===== src/rtl/csc_pkg.sv =====
// Package: shared condition encoding for the per-cell sleep controller.
// Assumes: two bits cover all conditions; the encoding is visible on the
// top-level mode port and is relied on by the checker and bench.
package csc_pkg;
    typedef enum logic [1:0] {
        CM_STANDBY = 2'd0,
        CM_ACTIVE  = 2'd1,
        CM_WAKING  = 2'd2,
        CM_SLEEP   = 2'd3
    } cell_mode_t;
endpackage


===== src/rtl/csc_phase_watch.sv =====
// Module: csc_phase_watch
// Compares the token phase at the input and output of the cell. It flags a
// pending token and registers the early notice for the successor cell.
// Assumes: the phase inputs are already synchronous to clk.
module csc_phase_watch (
    input  logic clk,
    input  logic rst_n,
    input  logic wake_in,
    input  logic in_phase,
    input  logic out_phase,
    output logic pending,
    output logic wake_next
);
    // Flag a token in flight whenever the phases disagree.
    always_comb begin
        pending = in_phase ^ out_phase;
    end

    // Forward an arrival notice one cycle after an arrival or a pending token.
    always_ff @(posedge clk) begin
        if (!rst_n) wake_next <= 1'b0;
        else        wake_next <= wake_in | pending;
    end
endmodule


===== src/rtl/csc_span_counter.sv =====
// Module: csc_span_counter
// Saturating up-counter that reports when it equals a run-time limit.
// Assumes: clear has priority over count; the count holds once it hits the limit.
module csc_span_counter #(
    parameter int W = 8
) (
    input  logic         clk,
    input  logic         rst_n,
    input  logic         clr,
    input  logic         en,
    input  logic [W-1:0] limit,
    output logic         hit
);
    logic [W-1:0] cnt;

    // Report the match with the programmed limit.
    always_comb begin
        hit = (cnt == limit);
    end

    // Clear, advance, or hold the span count.
    always_ff @(posedge clk) begin
        if (!rst_n)         cnt <= '0;
        else if (clr)       cnt <= '0;
        else if (en && !hit) cnt <= cnt + 1'b1;
    end
endmodule


===== src/rtl/csc_mode_fsm.sv =====
// Module: csc_mode_fsm
// Four-condition state machine for one cell, with registered outputs.
// Assumes: the timer hit flags come from counters that this block clears
// outside their own condition.
module csc_mode_fsm
    import csc_pkg::*;
(
    input  logic       clk,
    input  logic       rst_n,
    input  logic       wake_in,
    input  logic       pending,
    input  logic       idle_hit,
    input  logic       settle_hit,
    output cell_mode_t mode_q,
    output logic       sleep_en,
    output logic       ready
);
    cell_mode_t mode_d;

    // Choose the next condition from the current one and the activity flags.
    always_comb begin
        mode_d = mode_q;
        unique case (mode_q)
            CM_STANDBY: begin
                if (pending)       mode_d = CM_ACTIVE;
                else if (wake_in)  mode_d = CM_STANDBY;
                else if (idle_hit) mode_d = CM_SLEEP;
            end
            CM_ACTIVE: begin
                if (!pending) mode_d = CM_STANDBY;
            end
            CM_SLEEP: begin
                if (wake_in || pending) mode_d = CM_WAKING;
            end
            CM_WAKING: begin
                if (settle_hit) mode_d = CM_ACTIVE;
            end
            default: mode_d = CM_STANDBY;
        endcase
    end

    // Register the condition and the outputs derived from the next condition.
    always_ff @(posedge clk) begin
        if (!rst_n) begin
            mode_q   <= CM_STANDBY;
            sleep_en <= 1'b0;
            ready    <= 1'b1;
        end else begin
            mode_q   <= mode_d;
            sleep_en <= (mode_d == CM_SLEEP);
            ready    <= (mode_d == CM_STANDBY) || (mode_d == CM_ACTIVE);
        end
    end
endmodule


===== src/rtl/cell_sleep_ctrl.sv =====
// Module: cell_sleep_ctrl
// Top level of the per-cell sleep controller. It ties together the phase
// watcher, the quiet-time counter, the settle counter and the state machine.
// Assumes: one instance per lookup-table cell; limits are static while in use.
module cell_sleep_ctrl
    import csc_pkg::*;
#(
    parameter int IDLE_W = 16,
    parameter int WAKE_W = 4
) (
    input  logic              clk,
    input  logic              rst_n,
    input  logic              wake_in,
    input  logic              in_phase,
    input  logic              out_phase,
    input  logic [IDLE_W-1:0] idle_limit,
    input  logic [WAKE_W-1:0] wake_cycles,
    output logic              sleep_en,
    output logic              ready,
    output logic              wake_next,
    output logic [1:0]        mode
);
    logic       pending;
    logic       idle_hit;
    logic       settle_hit;
    logic       idle_clr;
    logic       idle_en;
    logic       settle_clr;
    logic       settle_en;
    cell_mode_t mode_q;

    csc_phase_watch u_phase (
        .clk       (clk),
        .rst_n     (rst_n),
        .wake_in   (wake_in),
        .in_phase  (in_phase),
        .out_phase (out_phase),
        .pending   (pending),
        .wake_next (wake_next)
    );

    // Quiet-time counter runs only in standby; a wakeup restarts it.
    always_comb begin
        idle_en    = (mode_q == CM_STANDBY);
        idle_clr   = !idle_en || wake_in;
        settle_en  = (mode_q == CM_WAKING);
        settle_clr = !settle_en;
    end

    csc_span_counter #(.W(IDLE_W)) u_idle (
        .clk   (clk),
        .rst_n (rst_n),
        .clr   (idle_clr),
        .en    (idle_en),
        .limit (idle_limit),
        .hit   (idle_hit)
    );

    csc_span_counter #(.W(WAKE_W)) u_settle (
        .clk   (clk),
        .rst_n (rst_n),
        .clr   (settle_clr),
        .en    (settle_en),
        .limit (wake_cycles),
        .hit   (settle_hit)
    );

    csc_mode_fsm u_fsm (
        .clk        (clk),
        .rst_n      (rst_n),
        .wake_in    (wake_in),
        .pending    (pending),
        .idle_hit   (idle_hit),
        .settle_hit (settle_hit),
        .mode_q     (mode_q),
        .sleep_en   (sleep_en),
        .ready      (ready)
    );

    // Expose the condition code on a plain port.
    always_comb begin
        mode = mode_q;
    end
endmodule


===== config.mk =====
export PLATFORM = sky130hd
export DESIGN_NAME = cell_sleep_ctrl
export DESIGN_NICKNAME = d
export VERILOG_FILES = /design/src/rtl/csc_pkg.sv /design/src/rtl/csc_phase_watch.sv /design/src/rtl/csc_span_counter.sv /design/src/rtl/csc_mode_fsm.sv /design/src/rtl/cell_sleep_ctrl.sv
export SDC_FILE = /design/constraint.sdc
export NUM_CORES = 1
export LEC_CHECK = 0
export ABC_AREA = 0
export BUFFER_PORTS_ARGS = -buffer_cell sky130_fd_sc_hd__buf_4
export CAP_MARGIN = 20
export CORE_ASPECT_RATIO = 2
export CORE_MARGIN = 1
export CORE_UTILIZATION = 35
export CTS_BUF_LIST = sky130_fd_sc_hd__clkbuf_16
export CTS_CLUSTER_DIAMETER = 30
export DETAILED_ROUTE_END_ITERATION = 10
export HOLD_SLACK_MARGIN = 0.03
export PLACE_DENSITY = 0.61
export SYNTH_ARGS = -nofsm -noshare
export SYNTH_HDL_FRONTEND = slang
export SYNTH_SLANG_ARGS = --single-unit
export TNS_END_PERCENT = 10

===== constraint.sdc =====
create_clock -name clk -period 2.3 [get_ports clk]
set_input_delay 0.115 -clock clk [delete_from_list [all_inputs] [get_ports clk]]
set_output_delay 0.115 -clock clk [all_outputs]
set_load 0.01 [all_outputs]

* After elaboration in Yosys (flattened, before gate mapping)
Index checks and enable logic that the tools add are counted.
Widths: inputs -> output; s select.
** Storage, ports and cells
- Output and inout bits :: 5
- Bits in registers :: 25
- Bits of input ports :: 25
** Operators by class
- Equality and inequality tests :: 7
- Bitwise operators :: 3
- Reduce and logical (&&, ||, !) cells :: 12
- Add/subtract/negate cells :: 2
- Muxes and demuxes :: 7
** Operator list (number)
- $add 16x1->16 const B :: 1
- $eq 16x16->1 :: 1
- $mux 2 :: 6
- $pmux 2 s4 :: 1
- $eq 2x2->1 const B :: 3
- $add 4x1->4 const B :: 1
- $eq 2x1->1 const B :: 2
- $eq 4x4->1 :: 1
- $logic_not 2->1 :: 2
- $logic_not 1->1 :: 3
- $logic_or 1x1->1 :: 3
- $logic_and 1x1->1 :: 2
- $reduce_and 2->1 :: 1
- $reduce_or 2->1 :: 1
- $not 1->1 :: 1
- $or 1x1->1 :: 1
- $xor 1x1->1 :: 1

* Longest topological paths before layout
- Depth after elaboration :: 7
- Mapped depth :: 7
- Depth with buffers taken out :: 5

* Hierarchy
From an unflattened synthesis, not the netlist that was laid out.
** Second synthesis, totals
- Cells, all modules :: 165
- Area total of the unflattened synthesis :: 1471.4 um^2
** By module, submodules not included
- csc_span_counter (u_idle) :: instances 1, cells each 114, area an instance 977.2 um^2
- csc_span_counter (u_settle) :: instances 1, cells each 26, area an instance 249.0 um^2
- csc_mode_fsm :: instances 1, cells each 18, area an instance 185.2 um^2
- csc_phase_watch :: instances 1, cells each 3, area an instance 36.3 um^2
- cell_sleep_ctrl :: instances 1, cells each 4, area an instance 23.8 um^2

* Least setup slack after synthesis
No wires, ideal clock.
- Path type :: register to register
- From :: reg u_idle.cnt[2]
- To :: reg u_idle.cnt[1]
- Data required time :: 2.186 ns
- Cell stages (with the launch flop) :: 8
- Buffers on the path :: 2
- Data arrival time :: 1.494 ns
- Slack :: 0.691 ns
- Clock period less this slack :: 1.609 ns
- Setup time :: 0.114 ns
- Path through :: dfxtp_1 > xnor2_1 > nand4_1 > nor4_2 > buf_6 > buf_8 > mux2i_1 > nor2_1
** Between the ends
- Word-level cells in the longest chain between the ends :: 3
** RTL lines
- from (decl) :: RTL line csc_span_counter.sv:14 : logic [W-1:0] cnt;
- from (signal assigned) :: RTL line csc_span_counter.sv:25 : else if (en && !hit) cnt <= cnt + 1'b1;
- $eq 16x16->1 :: RTL line csc_span_counter.sv:18 : hit = (cnt == limit);
- $logic_not 1->1 :: RTL line csc_span_counter.sv:25
- $logic_and 1x1->1 :: RTL line csc_span_counter.sv:25
No other way between the ends.
A chain may end at the register's enable or synchronous reset.

* Final worst setup path
- From :: reg u_idle.cnt[15]
- To :: reg u_fsm.sleep_en
** Between the ends
- Word-level cells in the longest chain between the ends :: 6
** RTL lines
- $eq 16x16->1 :: RTL line csc_span_counter.sv:18
- $mux 2 :: RTL line csc_mode_fsm.sv:27 : else if (idle_hit) mode_d = CM_SLEEP;
- $mux 2 :: RTL line csc_mode_fsm.sv:26 : else if (wake_in) mode_d = CM_STANDBY;
- $mux 2 :: RTL line csc_mode_fsm.sv:25 : if (pending) mode_d = CM_ACTIVE;
- $pmux 2 s4 :: RTL line csc_mode_fsm.sv:23 : unique case (mode_q)
- $eq 2x2->1 :: RTL line csc_mode_fsm.sv:50 : sleep_en <= (mode_d == CM_SLEEP);
- to (signal assigned) :: RTL line csc_mode_fsm.sv:50
- to (decl) :: RTL line csc_mode_fsm.sv:15 : output logic sleep_en,
No other way between the ends.

==> reports/metrics.yaml <==
min_path_type: "primary input to flip-flop"
min_period_ps: 1760
max_slew_margin_pct: 72.5
holdBufCountCts: 0
port_buffers: 29
postCtsSetupBuffers: 0
fin_crit_sh_pct: 76.6
seq_power_share_pct: 48.3
arrival_ps: 1960
hpwl_microns: 2770
fin_ws_ps: 539
worst_ep_required_time_ps: 2500
die_area_sq_um: 4270
clkPwrFrac_pct: 40.9
synth-main-ff-cell: "dfxtp_1"
grt_pass1_wl_microns: 5620
synth-edff-count: 0
firstDrtPassIters: 4
ys_types: 37
finalWirelength_microns: 3440
cts_sinks: 25
final_cell_mix: "buf_4, dfxtp_1, xnor2_1"
grt_overflow_total: 0
syn_area_sq_um: 1400
ant_nets: 0
fin_skew_ps: 2.28
powerDensity_nw_per_um2: 530
power_leakage_nw: 0.617
area_growth_pct: 24.5
switchingPower_w: 0.000194
rsz0062_at_grt: "no"
ctsResizeCount: 0
rows: 32
place_area_sq_um: 1660
drt_iter0_drc: 38
switching_share_pct: 21.0
async_reset_ff_share_pct: 0
post-route-util_pct: 45.3
final_area_sq_um: 1740
antennaDiodeCount: 0
hold_viol: 0
cap_violations: 0
viasPerCell: 5.49
cp-start-kind: "flip-flop"
crit_type: "flip-flop to flip-flop"
antenna_found_initial: 0
status: "complete, no violations"
grt_util_all_layers_pct: 17.7
combPwrFrac_pct: 10.8
fp.dieH_microns: 91.4
timing.fmax_mhz: 568
slew_violations: 0
worst_setup_path_end_kind: "flip-flop"
drive_above_1_share_pct: 25.1
setup_tns_ps: 0
synth_seq_cells: 25
setup_viol: 0
yosysWarningCount: 0
final_common_cell: "buf_4"
insertion_delay_ps: 250
clock_path_buffers: 2
tightest_slew_ps: 412
crit_slowest_cell: "dfxtp_1"
clk_root_buffer_cell: "clkbuf_16"
cts.reportedPaths.clkPinSlew_ps: 60
critPathMaxFanout: 18
io_pins: 30
hold_ws_ps: 69.2
cp_cell_sequence: "xnor2_1 > nand4_1 > nor4_4 > buf_4 > a31o_2 > and2_1"
drc_errors: 0
coreArea_sq_um: 3840
vias: 1307
gp_congestion: 0.929
final_nets: 215
dpl_worst_slack_ps: 568
syn_inst: 156
wire_per_inst_microns: 14.4
htreeDepth: 1
grt_pass1_vias: 1311
ir_drop_uv: 444
synthesis.nets: 183
cts_buffers: 3
ys_seq_area_share_pct: 35.7
start_util_pct: 36.4
cts_tree: "yes"
syn_area_per_cell_sq_um: 8.97
power.internal_w: 0.000729
slowest_delay_ps: 330
grt_max_degree: 19
die_w_microns: 46.7
## worst max-delay path, delay by kind of cell (launching register included)
kind	cells	cell delay, ps
buffers and inverters	1	250
xor gates and xnor gates	1	290
and+or+nand+nor	3	650
DFF	1	330
AOI/OAI and AO/OA	1	200
## layout make-up
class | count | area (sq um)
fillers | 417 | 2100
clock inverters | 1 | 5.00
well taps | 51 | 63.8
clock buffers | 3 | 75.1
flip-flops and latches | 25 | 500
multi-input cells | 126 | 858
repair buffers | 32 | 240
## synthesized netlist by cell type (2+ instances only)
master,number,share of area [%]
nor3b_1,2,1.1
a21oi_1,13,4.6
o31a_1,2,1.3
xor2_1,4,2.5
xnor2_1,21,13
or4_1,4,2.1
or3_2,5,2.7
dfxtp_1,25,36
or3_1,3,1.3
nor2_1,8,2.1
nand3b_1,2,1.1
nand2_1,9,2.4
mux2i_1,3,2.1
ha_1,2,1.8
nor2b_1,3,1.3
nand3_1,4,1.4
o21ai_0,9,3.2
and2_1,3,1.3
nand4_1,12,5.4
and3_1,3,1.3
o31ai_1,3,1.6
## kinds of logic after synthesis
kind of cell,count (synthesis),synth area share [%]
buffers and inverters,5,3.57
DFF,25,35.7
xor gates and xnor gates,25,15.6
and+or+nand+nor,66,28.9
AOI/OAI and AO/OA,30,12.2
muxes,3,2.14
adders and majority gates,2,1.79
## path summary, 6_finish.rpt
kind	cells past startpoint	from	slack, ps	end
max reg2reg	6	u_idle.cnt[15]	540	u_fsm.sleep_en
max	6	u_idle.cnt[15]	540	u_fsm.sleep_en
min reg2reg	2	u_idle.cnt[15]	510	u_idle.cnt[15]
min	2	rst_n	70	u_fsm.ready
## per-layer routing
metal | part of all wire, % | wire (microns) | up-vias | global-route usage, %
met4 | 4.0 | 138 | 0 | 9.05
li1 | - | - | 629 | -
met1 | 36 | 1230 | 619 | 18.0
met3 | 3.8 | 132 | 12 | 2.19
met5 | 0 | 0 | - | 0
met2 | 56 | 1940 | 47 | 31.9
## stage by stage
stage | instances | power [W]
after floorplan | 156 | 0.000503
after global placement | 234 | 0.000552
after detailed placement | 234 | 0.000556
after CTS | 238 | 0.000936
after global routing | 238 | 0.000963
final | 238 | 0.000923
## state kept, by name, summed over array words and instances, names as in the netlist
register and flops:
u_fsm.sleep_en 1, u_idle.cnt 16, u_fsm.ready 1, u_settle.cnt 4, u_fsm.mode_q 2, u_phase.wake_next 1
## power groups by stage
stage          clock network (W)  registers, W   logic, W
6_report                0.000378      0.000446   0.000100
5_1_grt                 0.000407      0.000446   0.000110
4_1_cts                 0.000389      0.000446   0.000101
3_3_place_gp                   0      0.000455  0.0000973
3_5_place_dp                   0      0.000456   0.000100
2_1_floorplan                  0      0.000456  0.0000476
Note: power is estimated with default switching activity, not from simulation.
